## src/rtl/sram_timed_ctrl.sv

```systemverilog
module sram_timed_ctrl #(
  parameter int CLK_PERIOD_NS = 8,
  parameter int ADDR_W        = 17,
  parameter int DATA_W        = 8,
  parameter int T_RC_NS       = 55,
  parameter int T_OE_NS       = 25,
  parameter int T_WP_NS       = 45,
  parameter int T_DW_NS       = 25,
  parameter int T_AW_NS       = 50,
  parameter int T_WC_NS       = 55,
  parameter int T_REL_NS      = 20
) (
  input  logic              clk,
  input  logic              rst,
  input  logic              host_req,
  input  logic              host_wr,
  input  logic [ADDR_W-1:0] host_addr,
  input  logic [DATA_W-1:0] host_wdata,
  output logic              host_done,
  output logic [DATA_W-1:0] host_rdata,
  output logic [ADDR_W-1:0] mem_addr,
  output logic              mem_ce1_n,
  output logic              mem_ce2,
  output logic              mem_we_n,
  output logic              mem_oe_n,
  output logic [DATA_W-1:0] mem_dq_out,
  output logic              mem_dq_oe,
  input  logic [DATA_W-1:0] mem_dq_in
);

  function automatic int cyc(input int ns);
    int c;
    c = (ns + CLK_PERIOD_NS - 1) / CLK_PERIOD_NS;
    return (c < 1) ? 1 : c;
  endfunction

  localparam int N_RD   = (cyc(T_RC_NS) > cyc(T_OE_NS)) ? cyc(T_RC_NS) : cyc(T_OE_NS);
  localparam int N_TURN = cyc(T_REL_NS);
  localparam int N_WP   = (cyc(T_WP_NS) > cyc(T_DW_NS)) ? cyc(T_WP_NS) : cyc(T_DW_NS);
  localparam int N_WSU  = (cyc(T_AW_NS) > N_WP + 1) ? cyc(T_AW_NS) - N_WP : 1;
  localparam int N_WREC = (cyc(T_WC_NS) > N_WSU + N_WP + 1) ? cyc(T_WC_NS) - N_WSU - N_WP : 1;
  localparam int N_MAX  = (N_RD > N_WP) ? ((N_RD > N_WSU) ? N_RD : N_WSU)
                                        : ((N_WP > N_WSU) ? N_WP : N_WSU);
  localparam int N_MAX2 = (N_MAX > N_TURN) ? ((N_MAX > N_WREC) ? N_MAX : N_WREC)
                                           : ((N_TURN > N_WREC) ? N_TURN : N_WREC);
  localparam int CNT_W  = $clog2(N_MAX2 + 1);

  typedef enum logic [2:0] {S_IDLE, S_RD, S_TURN, S_WSU, S_WP, S_WREC} st_t;

  st_t               st;
  logic [CNT_W-1:0]  cnt;
  logic [ADDR_W-1:0] addr_q;
  logic [DATA_W-1:0] wdata_q;
  logic              last;
  logic              sel;

  assign last = (cnt == '0);
  assign sel  = (st == S_RD) || (st == S_WSU) || (st == S_WP) || (st == S_WREC);

  always_ff @(posedge clk) begin
    if (rst) begin
      st         <= S_IDLE;
      cnt        <= '0;
      addr_q     <= '0;
      wdata_q    <= '0;
      host_done  <= 1'b0;
      host_rdata <= '0;
    end else begin
      host_done <= 1'b0;
      case (st)
        S_IDLE: begin
          if (host_req) begin
            addr_q  <= host_addr;
            wdata_q <= host_wdata;
            if (host_wr) begin
              st  <= S_WSU;
              cnt <= CNT_W'(N_WSU - 1);
            end else begin
              st  <= S_RD;
              cnt <= CNT_W'(N_RD - 1);
            end
          end
        end
        S_RD: begin
          if (last) begin
            host_rdata <= mem_dq_in;
            st         <= S_TURN;
            cnt        <= CNT_W'(N_TURN - 1);
          end else begin
            cnt <= cnt - 1'b1;
          end
        end
        S_TURN: begin
          if (last) begin
            st        <= S_IDLE;
            host_done <= 1'b1;
          end else begin
            cnt <= cnt - 1'b1;
          end
        end
        S_WSU: begin
          if (last) begin
            st  <= S_WP;
            cnt <= CNT_W'(N_WP - 1);
          end else begin
            cnt <= cnt - 1'b1;
          end
        end
        S_WP: begin
          if (last) begin
            st  <= S_WREC;
            cnt <= CNT_W'(N_WREC - 1);
          end else begin
            cnt <= cnt - 1'b1;
          end
        end
        S_WREC: begin
          if (last) begin
            st        <= S_IDLE;
            host_done <= 1'b1;
          end else begin
            cnt <= cnt - 1'b1;
          end
        end
        default: st <= S_IDLE;
      endcase
    end
  end

  assign mem_addr   = addr_q;
  assign mem_dq_out = wdata_q;
  assign mem_ce1_n  = !sel;
  assign mem_ce2    = sel;
  assign mem_we_n   = (st != S_WP);
  assign mem_oe_n   = (st != S_RD);
  assign mem_dq_oe  = (st == S_WSU) || (st == S_WP) || (st == S_WREC);

endmodule


```

## config.mk

```make
export PLATFORM = sky130hd
export DESIGN_NAME = sram_timed_ctrl
export DESIGN_NICKNAME = d
export VERILOG_FILES = /design/src/rtl/sram_timed_ctrl.sv
export SDC_FILE = /design/constraint.sdc
export NUM_CORES = 1
export LEC_CHECK = 0
export BUFFER_PORTS_ARGS = -buffer_cell sky130_fd_sc_hd__buf_2
export CAP_MARGIN = 20
export CORE_MARGIN = 2
export CORE_UTILIZATION = 46
export DETAILED_ROUTE_END_ITERATION = 8
export MAX_ROUTING_LAYER = met4
export PLACE_DENSITY = 0.78
export SKIP_CTS_REPAIR_TIMING = 1
export SYNTH_ARGS = -nofsm -noshare
export SYNTH_HDL_FRONTEND = slang
export SYNTH_SLANG_ARGS = --single-unit
```

## constraint.sdc

```tcl
create_clock -name clk -period 2 [get_ports clk]
set_input_delay 0.5 -clock clk [delete_from_list [all_inputs] [get_ports clk]]
set_output_delay 0.5 -clock clk [all_outputs]
set_load 0.05 [all_outputs]
```

==> impl_results.md, run 1 <==
- Status: finished clean
- Via count: 1633
- Critical-path top delay cell: dfxtp_2
- RSZ-0062 raised after global routing: false
- Netlist cell types: 36
- Min-delay src: mem_dq_in[7]
- Maximum clock path buffer count: 2
- CP Launch Type: register
- Critical Path Fanout Max: 9
- Worst-case clock skew: 5.91 ps
- Detail Placement HPWL: 2760 um
- Post-layout min period: 1890 ps
- Worst-path cell chain: buf_4 > nor2_2 > o21bai_1 > clkbuf_4
- Clk Latency, worst-skew pair: 290 ps
- Yosys reg bits: 40
- Antenna-violating nets left: 0
- CP endpoint kind: output pin
- Number of global-route vias before repair: 1496
- Post-synth ARST share: 0%
- CP Data Required Time: 1500 ps
- EDFF count, synth: 0
- Core ar.: 0.00363 mm^2
- Final-report max-slew violation count: 0
- Crit Reg-Reg Endpoint: cnt[1]$_SDFFE_PP0P_
- Cell count of the worst reg-to-reg path: 6
- First-pass GRT wire length: 6540 um
- Cell area after synthesis: 0.00172 mm^2
- Synth area leader: dfxtp_1
- Synth top area share: 46.7%
- Die area: 0.00423 mm^2
- Worst hold slack: 438 ps
- TritonCTS Buffers: 5
- WL final: 3970 um
- Worst-margin pin slew: 730 ps
- WP data arrival: 1390 ps
- Hold EP: host_rdata[7]$_SDFFE_PP0P_
- Pwr Total: 2.73 mW
- Mapped Nets: 244
- Global route overflow: 0
- CTS tree: built
- Routed wire per std cell: 12.1 um
- CTS H-tree lvls: 2
- R2R setup slack: 230 ps
- Final Wtd Congestion: 0.884
- Root buf cell: clkbuf_8
- Via density: 4.98
- F_max: 528 MHz
- Peak supply drop: 0.000705 V
- Clock-pin slew on the worst setup and hold paths: 80 ps
- DRC errors left: 0
- First DRT Iteration DRCs: 94
- Iteration count of the initial detailed-routing pass: 4
- Layout Nets: 319
- CTS sink count: 40
- Top-Level Pins: 76
- Util after Layout: 61.3%
- FF-to-FF Start: cnt[0]$_SDFFE_PP0P_
- Worst min-delay path class: primary input to register
- Cell count after synthesis: 205
- Design area: 0.00223 mm^2
- Syn. warnings: 0
- Largest stage delay, worst path: 380 ps
- # diodes: 0
- Die Span X: 65.1 um
- Final setup fails: 0
- I/O Buffers: 75
- Syn avg cell area: 8.37 um^2
- Cell Pwr Density: 1230 mW/mm^2
- Initial antenna violation count: 0
- WHS Path Cells: 3
- Count leader, synth: nand2_1
- P&R area growth vs syn: 29.8%
- Fin crit share: 94.7%
- Maxcap violations: 0
- Final hold viol count: 0
- Total GRT Usage: 20.5%
- Area post-placement: 0.00214 mm^2
- Initial core utilization: 47.2%
- Die height: 65.1 um
- Ys flop type: dfxtp_1
- Leakage: 1.06 nW
- Area contributors post-synth: dfxtp_1, nand2_1, a21oi_1, nor2_1, mux2i_1
- Crit path kind: register to output pin
- Commonest cells in the netlist: nand2_1, dfxtp_1, a21oi_1
- Post-synthesis sequential area ratio: 46.7%
- Largest net degree at the start of global routing: 41
- Row Count: 22
- Slew headroom: 51.3%
- Share of layout cells above drive strength 1: 36.1%
[critical path, delay by kind of cell (launching register included)]
kind	cells	cell delay [ps]
buffers and inverters	2	430
DFF	1	380
AOI/OAI and AO/OA	1	130
and+or+nand+nor	1	170
[how the worst max path moves through the flow]
| stage | cells past startpoint | startpoint | slack, ps | to |
|---|---|---|---|---|
| floorplan | 3 | st[2]$_SDFFE_PP0P_ | 50 | mem_dq_oe |
| CTS | 4 | st[2]$_SDFFE_PP0P_ | -50 | mem_ce1_n |
| global route | 4 | st[1]$_SDFFE_PP0P_ | 20 | mem_dq_oe |
| finish | 4 | st[1]$_SDFFE_PP0P_ | 110 | mem_dq_oe |
| global placement | 6 | cnt[0]$_SDFFE_PP0P_ | 300 | cnt[1]$_SDFFE_PP0P_ |
| detailed placement | 6 | cnt[0]$_SDFFE_PP0P_ | 260 | cnt[1]$_SDFFE_PP0P_ |
[sequential cells by signal, indices dropped and copies added (netlist names)]
| signal | flops |
|---|---|
| st | 3 |
| cnt | 3 |
| mem_dq_out | 8 |
| host_rdata | 8 |
| mem_addr | 17 |
| host_done | 1 |
[kinds of logic (layout without fill, tap and decap cells)]
logic type / after synthesis / in the layout / synth area share, %
and+or+nand+nor: 91 / 91 / 25.5
AOI/OAI and AO/OA: 44 / 44 / 15.5
DFF: 40 / 40 / 46.7
buffers and inverters: 18 / 93 / 5.03
muxes: 9 / 9 / 5.32
adders and majority gates: 3 / 3 / 2.04
[stage by stage]
stage	setup slack [ps]	instances	setup TNS, ps
2_1_floorplan	48.0	205	0
3_3_place_gp	300	321	0
3_5_place_dp	265	321	0
4_1_cts	-49.1	328	-80.4
5_1_grt	24.3	328	0
6_report	106	328	0
[power breakdown]
group	switching (mW)	internal (mW)	total [mW]
sequential	0.0844	0.921	1.01
combinational	0.836	0.382	1.22
clock	0.270	0.236	0.506
total	1.19	1.54	2.73
[metal layers]
layer,routed length [um],track usage [%],share of wire [%]
met2,1820,33.5,46
met4,90,9.11,2.3
met5,0,-,0
met1,1790,23.9,45
met3,265,5.21,6.7
[cell type report]
type                       count  area, um^2
fill                         364        1410
multi-input combinational    147         840
clock inverter                 2        12.5
sequential                    40         803
clock buffer                   5        68.8
timing repair buffer          81         423
inverter                       5        18.8
tap                           48        60.1
[cells in the final DEF (no fill, tap or decap), drive strengths merged, types with 3 or more instances in the layout]
cell / n
buf: 80
nand2: 53
dfxtp: 40
a21oi: 30
nor2: 23
mux2i: 8
clkbuf: 6
inv: 5
a211oi: 4
nand3b: 3
Power figures use the tool's default switching activity.
==> inputs of run 2 (changes only) <==
- CTS_BUF_LIST: unset -> sky130_fd_sc_hd__clkbuf_16
==> run 2 against run 1 <==
  * Clock power is 45% higher
  * Die area stayed put
  * Sequential power hardly changed
  * Sequential share of layout area is 0.89 points lower
  * Cell area is 2.5% higher
  * Critical path depth stayed put
  * Critical path type unchanged
==> impl_results.md, run 2 (synthesized netlist as in run 1, its figures left out) <==
- CTS H-tree lvls: 2 (unchanged)
- First DRT Iteration DRCs: 120 (+28%)
- Die Span X: 65.1 um (unchanged)
- Die area: 0.00423 mm^2 (unchanged)
- CP endpoint kind: output pin
- Final Wtd Congestion: 0.884 (unchanged)
- Worst min-delay path class: register to register
- WL final: 3910 um (-1.4%)
- Cell Pwr Density: 1290 mW/mm^2 (+5.6%)
- Global route overflow: 0 (unchanged)
- Post-placement cell count: 321 (unchanged)
- I/O Buffers: 75 (unchanged)
- Crit path kind: register to output pin
- Routed wire per std cell: 11.9 um (-1.4%)
- Fin crit share: 92.5% (-2.2 points)
- RSZ-0062 raised after global routing: false
- Clock-pin slew on the worst setup and hold paths: 60 ps (-20 ps)
- Share of layout cells above drive strength 1: 36.1% (unchanged)
- Iteration count of the initial detailed-routing pass: 4 (unchanged)
- Largest stage delay, worst path: 370 ps (about the same)
- Commonest non-fill, non-tap cells in the layout: buf_2, nand2_1, dfxtp_1
- Largest net degree at the start of global routing: 41 (unchanged)
- Delay-heaviest family, CP: buffers and inverters
- Status: finished clean
- Most common cell after layout, fill and taps aside: buf_2
- Layout Nets: 319 (unchanged)
- CTS tree: built
- Initial core utilization: 47.2% (unchanged)
- Clk Latency, worst-skew pair: 270 ps (-20 ps)
- # diodes: 0 (unchanged)
- Maximum clock path buffer count: 2 (unchanged)
- First-pass GRT wire length: 6540 um (unchanged)
- DRC errors left: 0 (unchanged)
- CP bufs+invs: 2 (unchanged)
- Post-place setup slack: 265 ps (unchanged)
- Via density: 4.94 (-0.73%)
- P&R area growth vs syn: 33.0%
- Max reg flops: 17 (unchanged)
- Design area: 0.00228 mm^2 (+2.5%)
- Initial antenna violation count: 0 (unchanged)
- Core ar.: 0.00363 mm^2 (unchanged)
- CP Data Required Time: 1500 ps (about the same)
- Worst-case clock skew: 3.38 ps (-2.53 ps)
- Worst-path cell chain: buf_4 > nor2_2 > o21bai_1 > clkbuf_4
- F_max: 540 MHz (+2.3%)
- Final setup fails: 0 (unchanged)
- CTS sink count: 40 (unchanged)
- Final hold viol count: 0 (unchanged)
- Die height: 65.1 um (unchanged)
- Total GRT Usage: 20.3% (-0.19 points)
- Post-layout min period: 1850 ps (-43.4 ps)
- Leakage: 1.09 nW (+2.4%)
- Slew headroom: 52.4% (+1.1 points)
- Cell Count, Final, Fillers Out: 328 (unchanged)
- Root buf cell: clkbuf_16
- Final-report max-slew violation count: 0 (unchanged)
- Worst-margin pin slew: 715 ps (-15.9 ps)
- Critical Path Fanout Max: 9 (unchanged)
- Setup_tns: 0 ps (unchanged)
- Top-Level Pins: 76 (unchanged)
- Maxcap violations: 0 (unchanged)
- Peak supply drop: 0.000724 V (+2.7%)
- Detail Placement HPWL: 2760 um (unchanged)
- Row Count: 22 (unchanged)
- TritonCTS Buffers: 5 (unchanged)
- PnR worst setup slack: 149 ps (+43.4 ps)
- Antenna-violating nets left: 0 (unchanged)
- Number of global-route vias before repair: 1511 (+1.0%)
- Util after Layout: 62.8% (+1.5 points)
- Area post-placement: 0.00214 mm^2 (unchanged)
- Via count: 1621 (-0.73%)
- WP data arrival: 1350 ps (-40 ps)
- Critical-path top delay cell: dfxtp_2
- CP Launch Type: register
==> run 2: cell counts in the layout (fill, tap and decap cells not counted) <==
Identical to the previous run, type by type.
==> run 2: per-layer routing <==
layer	part of all wire (%)	global-route usage, %	vias up
met2	49	34.9	51
met4	1.7	7.03	0
met5	0	-	-
met3	5.6	3.82	6
li1	-	-	838
met1	44	23.9	726
==> run 2: final cells by class <==
type / instances / area (um^2)
Clock buffer: 5 / 125
Inverter: 5 / 18.8
Clock inverter: 2 / 12.5
Multi-Input combinational cell: 147 / 840
Timing Repair Buffer: 81 / 423
Sequential cell: 40 / 803
Tap cell: 48 / 60.1
Fill cell: 352 / 1350
==> run 2: worst paths after layout <==
kind,startpoint,to,slack [ps],cells past startpoint
setup / recovery,st[1]$_SDFFE_PP0P_,mem_dq_oe,150,4
hold / removal,mem_addr[13]$_SDFFE_PP0P_,mem_addr[13]$_SDFFE_PP0P_,450,2
setup reg to reg,cnt[0]$_SDFFE_PP0P_,cnt[1]$_SDFFE_PP0P_,230,6
hold reg to reg,mem_addr[13]$_SDFFE_PP0P_,mem_addr[13]$_SDFFE_PP0P_,450,2
==> run 2: stage by stage <==
stage,power [mW],hold slack [ps]
final,2.95,448
after CTS,2.98,452
after global placement,2.22,439
after floorplan,1.96,504
after detailed placement,2.22,444
after global routing,3.14,457
==> run 2: report_power, final <==
group          switching [mW]  internal (mW)
Sequential             0.0837          0.922
Combinational           0.834          0.382
Clock                   0.281          0.451
==> run 2: tightest hold or removal path, stage by stage (launching register included) <==
cell,delay (ps)
dfxtp_1,300
nand2_1,50
a21oi_1,50
==> inputs of run 3 (changes only) <==
- CELL_PAD_IN_SITES_DETAIL_PLACEMENT: unset -> 1
- CELL_PAD_IN_SITES_GLOBAL_PLACEMENT: unset -> 2
- CORE_UTILIZATION: 46 -> 25
- PLACE_DENSITY: 0.78 -> unset
- PLACE_DENSITY_LB_ADDON: unset -> 0.1
- SKIP_LAST_GASP: unset -> 1
==> run 3 against run 2 <==
  * Clock-buffer cell count unchanged
  * Worst hold slack improved by 2.7 ps
  * Combinational power about the same
  * Clock skew increased by 2.9 ps
  * Global-route usage decreased by 6.9 points
  * Sequential cell count unchanged
  * First-iteration DRC count decreased by 73%
  * Clock power increased by 3.5%
  * Register-to-register slack improved by 30 ps
  * Cell area increased by 3.4%
  * Critical path depth unchanged
  * Critical endpoint is now mem_ce1_n
  * Largest power group unchanged
==> impl_results.md, run 3 (synthesized netlist as in run 1, its figures left out) <==
- CP endpoint kind: output pin
- Worst-margin pin slew: 501 ps (-214 ps)
- DRC errors left: 0 (unchanged)
- Commonest non-fill, non-tap cells in the layout: buf_2, nand2_1, dfxtp_1
- Worst-path cell chain: and2_2 > nor2_4 > inv_1 > buf_2
- Fin crit share: 94.7% (+2.1 points)
- Via count: 1655 (+2.1%)
- Row Count: 30 (+36%)
- Clock power frac: 25.2% (+0.4 points)
- F_max: 528 MHz (-2.3%)
- WP data arrival: 1390 ps (+40 ps)
- Global route overflow: 0 (unchanged)
- Antenna-violating nets left: 0 (unchanged)
- CP Launch Type: register
- Fillers: 840 (+140%)
- Top-Level Pins: 76 (unchanged)
- Clk Latency, worst-skew pair: 280 ps (about the same)
- CTS H-tree lvls: 2 (unchanged)
- Sequential power share: 33.6% (-0.4 points)
- Design area: 0.00236 mm^2 (+3.4%)
- Final-report max-slew violation count: 0 (unchanged)
- Crit path kind: register to output pin
- Via density: 4.55 (-8.0%)
- Combinational cell fraction of total power: 41.3% (about the same)
- P&R area growth vs syn: 37.6%
- First DRT Iteration DRCs: 32 (-73%)
- Die height: 86.8 um (+33%)
- Maxcap violations: 0 (unchanged)
- Initial antenna violation count: 0 (unchanged)
- Leakage: 1.12 nW (+2.4%)
- First-pass GRT wire length: 7570 um (+16%)
- Core ar.: 0.00672 mm^2 (+85%)
- Most common cell after layout, fill and taps aside: buf_2
- P_int: 1.78 mW (+1.2%)
- Post-layout min period: 1890 ps (+42.7 ps)
- # diodes: 0 (unchanged)
- Clock-pin slew on the worst setup and hold paths: 60 ps (about the same)
- Slew headroom: 66.6% (+14 points)
- Max reg flops: 17 (unchanged)
- WL final: 4750 um (+21%)
- Peak supply drop: 0.000473 V (-35%)
- I/O Buffers: 75 (unchanged)
- Cell Pwr Density: 1280 mW/mm^2 (-1.2%)
- Final Wtd Congestion: 0.739 (-16%)
- CTS sink count: 40 (unchanged)
- Area post-placement: 0.00222 mm^2 (+3.9%)
- Initial core utilization: 25.5% (-22 points)
- Critical Path Fanout Max: 8 (-1)
- Iteration count of the initial detailed-routing pass: 4 (unchanged)
- Largest stage delay, worst path: 460 ps (+90 ps)
- Setup_tns: 0 ps (unchanged)
- Maximum clock path buffer count: 2 (unchanged)
- TritonCTS Buffers: 5 (unchanged)
- Worst min-delay path class: register to register
- Largest net degree at the start of global routing: 26 (-37%)
- Root buf cell: clkbuf_16
- Layout Nets: 323 (+1.3%)
- Total GRT Usage: 13.4% (-6.9 points)
- Switch Pwr: 1.24 mW (+3.5%)
- Detail Placement HPWL: 3500 um (+27%)
- Final setup fails: 0 (unchanged)
- Register area: 803 um^2 (unchanged)
- Die area: 0.00754 mm^2 (+78%)
- Area of the multi-input gates: 837 um^2 (-0.30%)
- Worst-case clock skew: 6.26 ps (+2.88 ps)
- CP Data Required Time: 1500 ps (about the same)
- Number of global-route vias before repair: 1528 (+1.1%)
- Die Span X: 86.8 um (+33%)
- Worst hold slack: 451 ps (+2.70 ps)
- Status: finished clean
- Sw frac: 41.1% (+0.54 points)
- Routed wire per std cell: 13.1 um (+9.5%)
- Critical-path top delay cell: dfxtp_1
- RSZ-0062 raised after global routing: false
- Final hold viol count: 0 (unchanged)
- Share of layout cells above drive strength 1: 36.6% (+0.55 points)
- CTS tree: built
run 3: cell count changes in the layout (fill, tap and decap cells not counted):
cell and delta:
clkbuf_4 -1, nor2_1 +1, buf_2 +1, nor2_2 -1, buf_12 +1, buf_4 +3
run 3: critical path: cells and delay by family (launching register included):
family	cells	cell delay, ps
buffers and inverters	2	300
flip-flops	1	460
AND/OR/NAND/NOR	2	350
run 3: final timing paths:
path	slack [ps]	to	depth (start not counted)	from
worst max-delay path	110	mem_ce1_n	4	st[1]$_SDFFE_PP0P_
worst min register to register	450	mem_dq_out[4]$_SDFFE_PP0P_	2	mem_dq_out[4]$_SDFFE_PP0P_
worst max register to register	260	cnt[1]$_SDFFE_PP0P_	6	cnt[0]$_SDFFE_PP0P_
worst min-delay path	450	mem_dq_out[4]$_SDFFE_PP0P_	2	mem_dq_out[4]$_SDFFE_PP0P_
run 3: layout make-up:
type	count	area share, %
repair buffers	85	19.6
well taps	80	4.24
clock inverters	2	0.530
clock buffers	5	5.30
multi-input cells	147	35.5
flip-flops and latches	40	34.0
inverters	5	0.795
run 3: stage by stage:
stage                     setup WS, ps  power (mW)  std cells  util [%]
after floorplan                   48.0        1.96        205         -
after global placement             260        2.29        357      33.0
after detailed placement           235        2.29        357      33.0
after CTS                       -0.140        3.08        364      35.1
after global routing              31.4        3.24        364      35.1
final                              106        3.02        364      35.1
run 3: layer usage:
metal | vias to the layer above | part of all wire, % | global-route usage, %
met5 | - | 0 | -
met4 | 0 | 1.9 | 4.83
li1 | 847 | - | -
met3 | 9 | 5.0 | 3.52
met1 | 754 | 46 | 16.8
met2 | 45 | 47 | 20.7
run 3: power groups by stage:
| stage | combinational [mW] | clock (mW) | sequential, mW |
|---|---|---|---|
| after global routing | 1.36 | 0.846 | 1.03 |
| after global placement | 1.26 | 0 | 1.03 |
| final | 1.24 | 0.759 | 1.01 |
| after floorplan | 0.654 | 0 | 1.31 |
| after detailed placement | 1.26 | 0 | 1.03 |
| after CTS | 1.27 | 0.800 | 1.01 |
